`src/rtl/ecp_rle_pkg.sv`:
```
package ecp_rle_pkg;

    localparam int DATA_W     = 8;
    localparam int FIFO_DEPTH = 16;

    typedef struct packed {
        logic              mark;
        logic [DATA_W-1:0] data;
    } entry_t;

    typedef enum logic [1:0] {
        ACT_HOLD,
        ACT_PLAIN,
        ACT_REPEAT,
        ACT_COUNT
    } rd_act_t;

    function automatic logic is_run_count(entry_t e);
        return (!e.mark) && (!e.data[DATA_W-1]);
    endfunction

endpackage

```
`src/rtl/ecp_fifo_store.sv`:
```
module ecp_fifo_store
    import ecp_rle_pkg::*;
#(
    parameter int DEPTH = FIFO_DEPTH
) (
    input  logic                     clk,
    input  logic                     rst,
    input  logic                     push,
    input  entry_t                   push_entry,
    input  logic [1:0]               pop_n,
    output entry_t                   head,
    output entry_t                   second,
    output logic [$clog2(DEPTH):0]   occ,
    output logic                     full,
    output logic                     empty
);
    localparam int AW = $clog2(DEPTH);
    localparam int OW = AW + 1;

    entry_t         mem [DEPTH];
    logic [AW-1:0]  wp;
    logic [AW-1:0]  rp;
    logic [OW-1:0]  cnt;

    always_ff @(posedge clk) begin
        if (push) begin
            mem[wp] <= push_entry;
        end
    end

    always_ff @(posedge clk) begin
        if (rst) begin
            wp  <= '0;
            rp  <= '0;
            cnt <= '0;
        end else begin
            if (push) begin
                wp <= wp + AW'(1);
            end
            rp  <= rp + AW'(pop_n);
            cnt <= cnt + OW'(push) - OW'(pop_n);
        end
    end

    assign head   = mem[rp];
    assign second = mem[rp + AW'(1)];
    assign occ    = cnt;
    assign full   = (cnt == OW'(DEPTH));
    assign empty  = (cnt == '0);

    // a full queue with no read stays full
    p_no_overflow_r3: assert property (@(posedge clk) disable iff (rst)
        (full && pop_n == 2'd0) |=> full);

    // an empty queue with no write stays empty
    p_empty_hold_r8: assert property (@(posedge clk) disable iff (rst)
        (empty && !push) |=> empty);

    // write plus single removal keeps occupancy
    p_occ_steady_r9: assert property (@(posedge clk) disable iff (rst)
        (push && pop_n == 2'd1) |=> (occ == $past(occ)));

    // occupancy never passes the depth
    p_occ_bound_r2: assert property (@(posedge clk) disable iff (rst)
        occ <= OW'(DEPTH));

endmodule

```
`src/rtl/ecp_rle_reader.sv`:
```
module ecp_rle_reader
    import ecp_rle_pkg::*;
#(
    parameter int OW = 5
) (
    input  logic              clk,
    input  logic              rst,
    input  logic              rd_en,
    input  entry_t            head,
    input  entry_t            second,
    input  logic [OW-1:0]     occ,
    output logic [1:0]        pop_n,
    output logic [DATA_W-1:0] rd_data
);
    logic              run_on;
    logic [DATA_W-1:0] run_rem;
    rd_act_t           act;

    logic              nxt_on;
    logic [DATA_W-1:0] nxt_rem;
    logic [DATA_W-1:0] nxt_data;

    always_comb begin
        act = ACT_HOLD;
        if (rd_en && occ != '0) begin
            if (run_on) begin
                act = ACT_REPEAT;
            end else if (is_run_count(head)) begin
                act = ACT_COUNT;
            end else begin
                act = ACT_PLAIN;
            end
        end
    end

    always_comb begin
        pop_n    = 2'd0;
        nxt_on   = run_on;
        nxt_rem  = run_rem;
        nxt_data = rd_data;
        unique case (act)
            ACT_HOLD: begin
            end
            ACT_PLAIN: begin
                nxt_data = head.data;
                pop_n    = 2'd1;
            end
            ACT_REPEAT: begin
                nxt_data = head.data;
                if (run_rem == '0) begin
                    pop_n  = 2'd1;
                    nxt_on = 1'b0;
                end else begin
                    nxt_rem = run_rem - DATA_W'(1);
                end
            end
            ACT_COUNT: begin
                if (occ >= OW'(2)) begin
                    nxt_data = second.data;
                    if (head.data == '0) begin
                        pop_n = 2'd2;
                    end else begin
                        pop_n   = 2'd1;
                        nxt_on  = 1'b1;
                        nxt_rem = head.data - DATA_W'(1);
                    end
                end else begin
                    pop_n   = 2'd1;
                    nxt_on  = 1'b1;
                    nxt_rem = head.data;
                end
            end
            default: begin
            end
        endcase
    end

    always_ff @(posedge clk) begin
        if (rst) begin
            run_on  <= 1'b0;
            run_rem <= '0;
            rd_data <= '0;
        end else begin
            run_on  <= nxt_on;
            run_rem <= nxt_rem;
            rd_data <= nxt_data;
        end
    end

    // never remove more entries than are held
    p_pop_bound_r8: assert property (@(posedge clk) disable iff (rst)
        OW'(pop_n) <= occ);

    // a read from an empty queue repeats the previous byte
    p_underrun_hold_r8: assert property (@(posedge clk) disable iff (rst)
        (rd_en && occ == '0) |=> $stable(rd_data));

    // while repeats remain, the repeated entry is not removed
    p_run_keeps_head_r6: assert property (@(posedge clk) disable iff (rst)
        (run_on && run_rem != '0 && rd_en) |-> (pop_n == 2'd0));

    // a count byte is never handed out while a run is armed
    p_count_hidden_r6: assert property (@(posedge clk) disable iff (rst)
        (!run_on && rd_en && occ >= OW'(2) && is_run_count(head))
        |=> (rd_data == $past(second.data)));

endmodule

```
`src/rtl/ecp_rle_fifo.sv`:
```
module ecp_rle_fifo
    import ecp_rle_pkg::*;
#(
    parameter int DEPTH = FIFO_DEPTH
) (
    input  logic              clk,
    input  logic              rst,
    input  logic              host_wr_en,
    input  logic [DATA_W-1:0] host_wr_data,
    input  logic              raw_wr_en,
    input  logic [DATA_W-1:0] raw_wr_data,
    input  logic              rd_en,
    output logic [DATA_W-1:0] rd_data,
    output logic              fifo_full,
    output logic              fifo_empty
);
    localparam int OW = $clog2(DEPTH) + 1;

    entry_t        wr_entry;
    entry_t        head;
    entry_t        second;
    logic          push;
    logic [1:0]    pop_n;
    logic [OW-1:0] occ;

    always_comb begin
        if (host_wr_en) begin
            wr_entry = '{mark: 1'b1, data: host_wr_data};
        end else begin
            wr_entry = '{mark: 1'b0, data: raw_wr_data};
        end
    end

    assign push = (host_wr_en || raw_wr_en) && !fifo_full;

    ecp_fifo_store #(.DEPTH(DEPTH)) u_store (
        .clk        (clk),
        .rst        (rst),
        .push       (push),
        .push_entry (wr_entry),
        .pop_n      (pop_n),
        .head       (head),
        .second     (second),
        .occ        (occ),
        .full       (fifo_full),
        .empty      (fifo_empty)
    );

    ecp_rle_reader #(.OW(OW)) u_reader (
        .clk     (clk),
        .rst     (rst),
        .rd_en   (rd_en),
        .head    (head),
        .second  (second),
        .occ     (occ),
        .pop_n   (pop_n),
        .rd_data (rd_data)
    );

    // reset leaves the queue empty and not full
    p_reset_state_r1: assert property (@(posedge clk)
        rst |=> (fifo_empty && !fifo_full && rd_data == '0));

    // a host write into an empty queue is marked
    p_host_mark_r4: assert property (@(posedge clk) disable iff (rst)
        (fifo_empty && host_wr_en) |=> head.mark);

endmodule

```
`config.mk`:
```
export PLATFORM = sky130hd
export DESIGN_NAME = ecp_rle_fifo
export DESIGN_NICKNAME = d
export VERILOG_FILES = /design/src/rtl/ecp_rle_pkg.sv /design/src/rtl/ecp_fifo_store.sv /design/src/rtl/ecp_rle_reader.sv /design/src/rtl/ecp_rle_fifo.sv
export SDC_FILE = /design/constraint.sdc
export NUM_CORES = 1
export LEC_CHECK = 0
export BUFFER_PORTS_ARGS = -buffer_cell sky130_fd_sc_hd__buf_4
export CAP_MARGIN = 10
export CORE_MARGIN = 1
export CORE_UTILIZATION = 62
export CTS_BUF_LIST = sky130_fd_sc_hd__clkbuf_4 sky130_fd_sc_hd__clkbuf_8 sky130_fd_sc_hd__clkbuf_16
export CTS_CLUSTER_DIAMETER = 40
export DETAILED_ROUTE_END_ITERATION = 10
export GPL_TIMING_DRIVEN = 0
export PLACE_DENSITY = 0.87
export SLEW_MARGIN = 20
export SYNTH_ARGS = -nofsm -noshare
export SYNTH_HDL_FRONTEND = slang
export SYNTH_HIERARCHICAL = 1
export SYNTH_SLANG_ARGS = --single-unit
```
`constraint.sdc`:
```
create_clock -name clk -period 5.59 [get_ports clk]
set_clock_uncertainty 0.1 [all_clocks]
set_input_delay 0.559 -clock clk [delete_from_list [all_inputs] [get_ports clk]]
set_output_delay 0.559 -clock clk [all_outputs]
set_load 0.02 [all_outputs]
```
# Yosys cells after proc, flatten, opt, wreduce, memory -nomap -nowiden
# Memories as Yosys holds them, arrays and structs flattened. A register that Yosys moved wholly into a read port is not among the register bits.
# Cells that the tools add are included.
dict set report word_totals {
  reg_bits 30
  ramBits 144
  inputBits 21
  output_inout_bits 10
  wordCells 61
  n_memories 1
}
dict set report op_classes {
  n_addsub 7
  magnitude_cmp 1
  eq_ne 8
  muxes 21
  n_reduce_logical 17
}
# name words word_bits read_ports rd_clocked_by_memory_dff write_ports line_no
set memory_table {}
lappend memory_table {u_store.mem 16 9 2 1 1 ecp_fifo_store.sv:20} ;# entry_t mem [DEPTH];
# cell n
set ops {}
lappend ops {{two-way mux 8 bit} 4}
lappend ops {{one-hot mux 8 bit (2 select lines)} 2}
lappend ops {{zero test 8 bit} 2}
lappend ops {{subtractor 8 x 1 -> 8 bit, second input constant} 2}
lappend ops {{two-way mux 2 bit} 5}
lappend ops {{two-way mux 9 bit} 1}
lappend ops {{adder 4 x 1 -> 4 bit, second input constant} 2}
lappend ops {{two-way mux 1 bit} 6}
lappend ops {{one-hot mux 2 bit (3 select lines)} 1}
lappend ops {{AND reduction 3 bit} 2}
lappend ops {{adder 5 x 1 -> 5 bit} 1}
lappend ops {{equality test 5 bit, second input constant} 1}
lappend ops {{greater-or-equal comparator 5 x 2 -> 1 bit, second input constant} 1}
lappend ops {{zero test 5 bit} 1}
lappend ops {{nonzero test 5 bit} 1}
lappend ops {{subtractor 5 x 2 -> 5 bit} 1}
lappend ops {{adder 4 x 2 -> 4 bit} 1}
lappend ops {{equality test 2 bit, second input constant} 2}
lappend ops {{two-way mux 4 bit} 1}
lappend ops {{inequality test 2 x 1 -> 1 bit, second input constant} 2}
lappend ops {{nonzero test 2 bit} 2}
lappend ops {{logical AND 1 bit} 3}
lappend ops {{zero test 1 bit} 3}
lappend ops {{inequality test 3 bit, second input constant} 1}
lappend ops {{other kinds (6)} 6}

# Depth between registers and ports, before layout
dict set report logic_depth {
  word_depth 9
  depth_mapped 20
  depth_no_buf 17
}

# By module
# The synthesis kept the hierarchy.
# mod instances cells_per_inst area_each_um2 seq_area_each_um2
set modules_own_cells {}
lappend modules_own_cells {ecp_fifo_store 1 514 7596.0 4584.4}
lappend modules_own_cells {ecp_rle_reader 1 144 1189.9 340.3}
lappend modules_own_cells {ecp_rle_fifo 1 10 141.4 0.0}

# Worst setup path before layout
# OpenSTA, ideal clock, no wires.
dict set report synth_path {
  kind {reg2reg}
  from {register, netlist name u_store/rp[1]}
  to {register u_store.cnt[4], in the netlist u_store/occ[4]}
  setup_time_ns 0.071
  arrival_time_ns 4.050
  t_required_ns 5.419
  path_slack_ns 1.369
  path_stages_with_launch 19
  n_path_buf 3
  synth_period_minus_slack_ns 4.221
  cell_sequence {dfxtp_1 buf_2 clkbuf_1 mux4_2 a22oi_1 nand2_1 nor3_2 o211a_4 buf_2 nand2_1 a21oi_1 ha_1 inv_1 ha_1 fa_1 a21oi_1 nor2_1 or3_1 a21oi_1}
}
# element line_no
set synth_rtl {}
lappend synth_rtl {{end signal, assigned} ecp_fifo_store.sv:41} ;# cnt <= cnt + OW'(push) - OW'(pop_n);
lappend synth_rtl {{end, declared} ecp_fifo_store.sv:23} ;# logic [OW-1:0] cnt;

==> impl_metrics.env <==
export IMPL_finalSetupViolations=0
export IMPL_fmax_mhz=189
export IMPL_post_drt_wl_per_cell_um=25.6
export IMPL_synth_cells=653
export IMPL_grt_use_total_pct=33.6
export IMPL_cp_top_family="buffers and inverters"
export IMPL_numPortBuffers=30
export IMPL_root_buffer="clkbuf_16"
export IMPL_drv_cap=0
export IMPL_crit_chain="buf_2 -> clkbuf_1 -> mux4_2 -> a22oi_1 -> nand2_1 -> nor3_2 -> o211a_4 -> buf_2 -> nand2_1 -> a21oi_1 -> ha_1 -> inv_1 -> ha_1 -> fa_1 -> a21oi_1 -> nor2_1 -> or3_1 -> a21oi_1"
export IMPL_p_leak_nw=3.43
export IMPL_htree_num_levels=4
export IMPL_die_area_sq_um=14700
export IMPL_cp_slowest_cell="clkbuf_1"
export IMPL_clock_latency_ns=0.44
export IMPL_final_nets=743
export IMPL_ys_warn_count=6
export IMPL_worstHoldPathType="input port to register"
export IMPL_fp_dieH_um=121
export IMPL_cts_tree="yes"
export IMPL_layout_commonest_cell="edfxtp_1"
export IMPL_grt_pass1_wl_um=34600
export IMPL_clock_sinks=174
export IMPL_initial_core_util_pct=63.4
export IMPL_cts_resized=0
export IMPL_ios=31
export IMPL_wl_um=22900
export IMPL_crit_path_max_fanout=10
export IMPL_ir_drop_mv=0.348
export IMPL_cp_end_kind="register"
export IMPL_dp_cells=863
export IMPL_critical_path_buf_inv_count=4
export IMPL_cp_arrival_ns=5.55
export IMPL_rsz0062_at_grt="false"
export IMPL_post_route_min_period_ns=5.30
export IMPL_power_density_nw_per_um2=493
export IMPL_antenna_found_initial=1
export IMPL_startpoint_type="register"
export IMPL_fin_area_sq_um=9850
export IMPL_ant_nets=0
export IMPL_synth_area_sq_um=8810
export IMPL_ctsHoldBuffers=0
export IMPL_die_w_um=121
export IMPL_std_cell_rows=43
export IMPL_vias=6109
export IMPL_num_antenna_cells=0
export IMPL_fin_cells=894
export IMPL_drt_pass1_iterations=7
export IMPL_core_sq_um=13900
export IMPL_hold_viol=0
export IMPL_clkTransAtPathRegs_ns=0.07
export IMPL_crit_top_cell="a21oi_1"
export IMPL_postCtsSetupBuffers=0
export IMPL_drt_iter0_markers=639
export IMPL_worstMarginPinSlew_ns=1.03
export IMPL_hpwl_um=15700
export IMPL_critPathMaxStageDelay_ns=0.60
export IMPL_power_mw=4.85
export IMPL_cts_buffers=17
export IMPL_clockBufferDepth=2
export IMPL_path_class="register to register"
export IMPL_drc_errors=0
export IMPL_hold_slack_ns=0.266
export IMPL_overflow=0
export IMPL_required_ns=5.84
export IMPL_dpl_cell_area_sq_um=9260
export IMPL_syn_nets=694
export IMPL_fin_crit_sh_pct=94.8
export IMPL_place_gp_congestion=0.959
export IMPL_relSlewSlack_pct=30.7
export IMPL_viasPerCell=6.83
export IMPL_grt_pass1_vias=6016
export IMPL_setup_tns_ns=0
export IMPL_outcome="complete, no violations"
export IMPL_slew_viol_final=0
export IMPL_fillerInstances=928
export IMPL_areaGrowthSynthToFinish_pct=11.8
export IMPL_syn_avg_cell_area_sq_um=13.5
export IMPL_grt_max_degree=18
export IMPL_drive_gt1_share_pct=21.4
export IMPL_mostFrequentLayoutCells="edfxtp_1 (144), nand2_1 (86), mux2i_1 (53)"
[metrics by stage]
stage          setup WS [ns]  utilization, %
2_1_floorplan           1.37               -
3_3_place_gp           0.562            66.7
3_5_place_dp           0.490            66.7
4_1_cts                0.429            70.9
5_1_grt               0.0556            70.9
6_report               0.293            70.9
[final timing paths]
| path | endpoint | cells after the start | slack [ns] | start |
|---|---|---|---|---|
| worst max-delay path | u_store/occ[4]$_SDFF_PP0_ | 18 | 0.29 | u_store/rp[1]$_SDFF_PP0_ |
| worst min-delay path | u_reader/rd_data[4]$_SDFFE_PP0P_ | 2 | 0.27 | rst |
| worst max register to register | u_store/occ[4]$_SDFF_PP0_ | 18 | 0.29 | u_store/rp[1]$_SDFF_PP0_ |
| worst min register to register | u_reader/run_rem[7]$_SDFFE_PP0P_ | 2 | 0.40 | u_reader/run_rem[7]$_SDFFE_PP0P_ |
[area by class of cell]
class,count,area [sq um],share of cell area (%)
buffer,39,231,2.35
clock buffer,19,440,4.47
clock inverter,12,150,1.52
inverter,14,52.6,0.534
multi-input combinational,426,3600,36.5
sequential,174,4920,50.0
tap,180,225,2.29
timing repair buffer,30,225,2.29
[layer usage]
layer / vias up / global-route usage (%) / share of wire [%]
li1: 2636 / - / -
met1: 3028 / 42.5 / 38
met2: 381 / 55.2 / 49
met3: 64 / 7.89 / 9.9
met4: 0 / 14.9 / 3.4
met5: - / 0 / 0
[worst reg2reg max path: stages (launching register included)]
cell	delay (ns)
dfxtp_1	0.45
buf_2	0.39
clkbuf_1	0.61
mux4_2	0.41
a22oi_1	0.20
nand2_1	0.19
nor3_2	0.40
o211a_4	0.30
buf_2	0.23
nand2_1	0.12
a21oi_1	0.26
ha_1	0.19
inv_1	0.05
ha_1	0.19
fa_1	0.40
a21oi_1	0.16
nor2_1	0.06
or3_1	0.34
a21oi_1	0.15
[report_power, final]
group / internal (mW) / total [mW] / leakage [nW] / switching, mW
logic: 0.846 / 2.01 / 1.59 / 1.16
registers: 1.55 / 1.65 / 1.55 / 0.101
clock network: 0.679 / 1.19 / 0.286 / 0.516
[registers in the layout (all words and copies together) (netlist names)]
name / flops
u_store/occ: 5
u_reader/rd_data: 8
u_store/mem: 144
u_store/rp: 4
u_reader/run_rem: 8
u_store/wp: 4
u_reader/run_on: 1
Power figures use the tool's default switching activity.
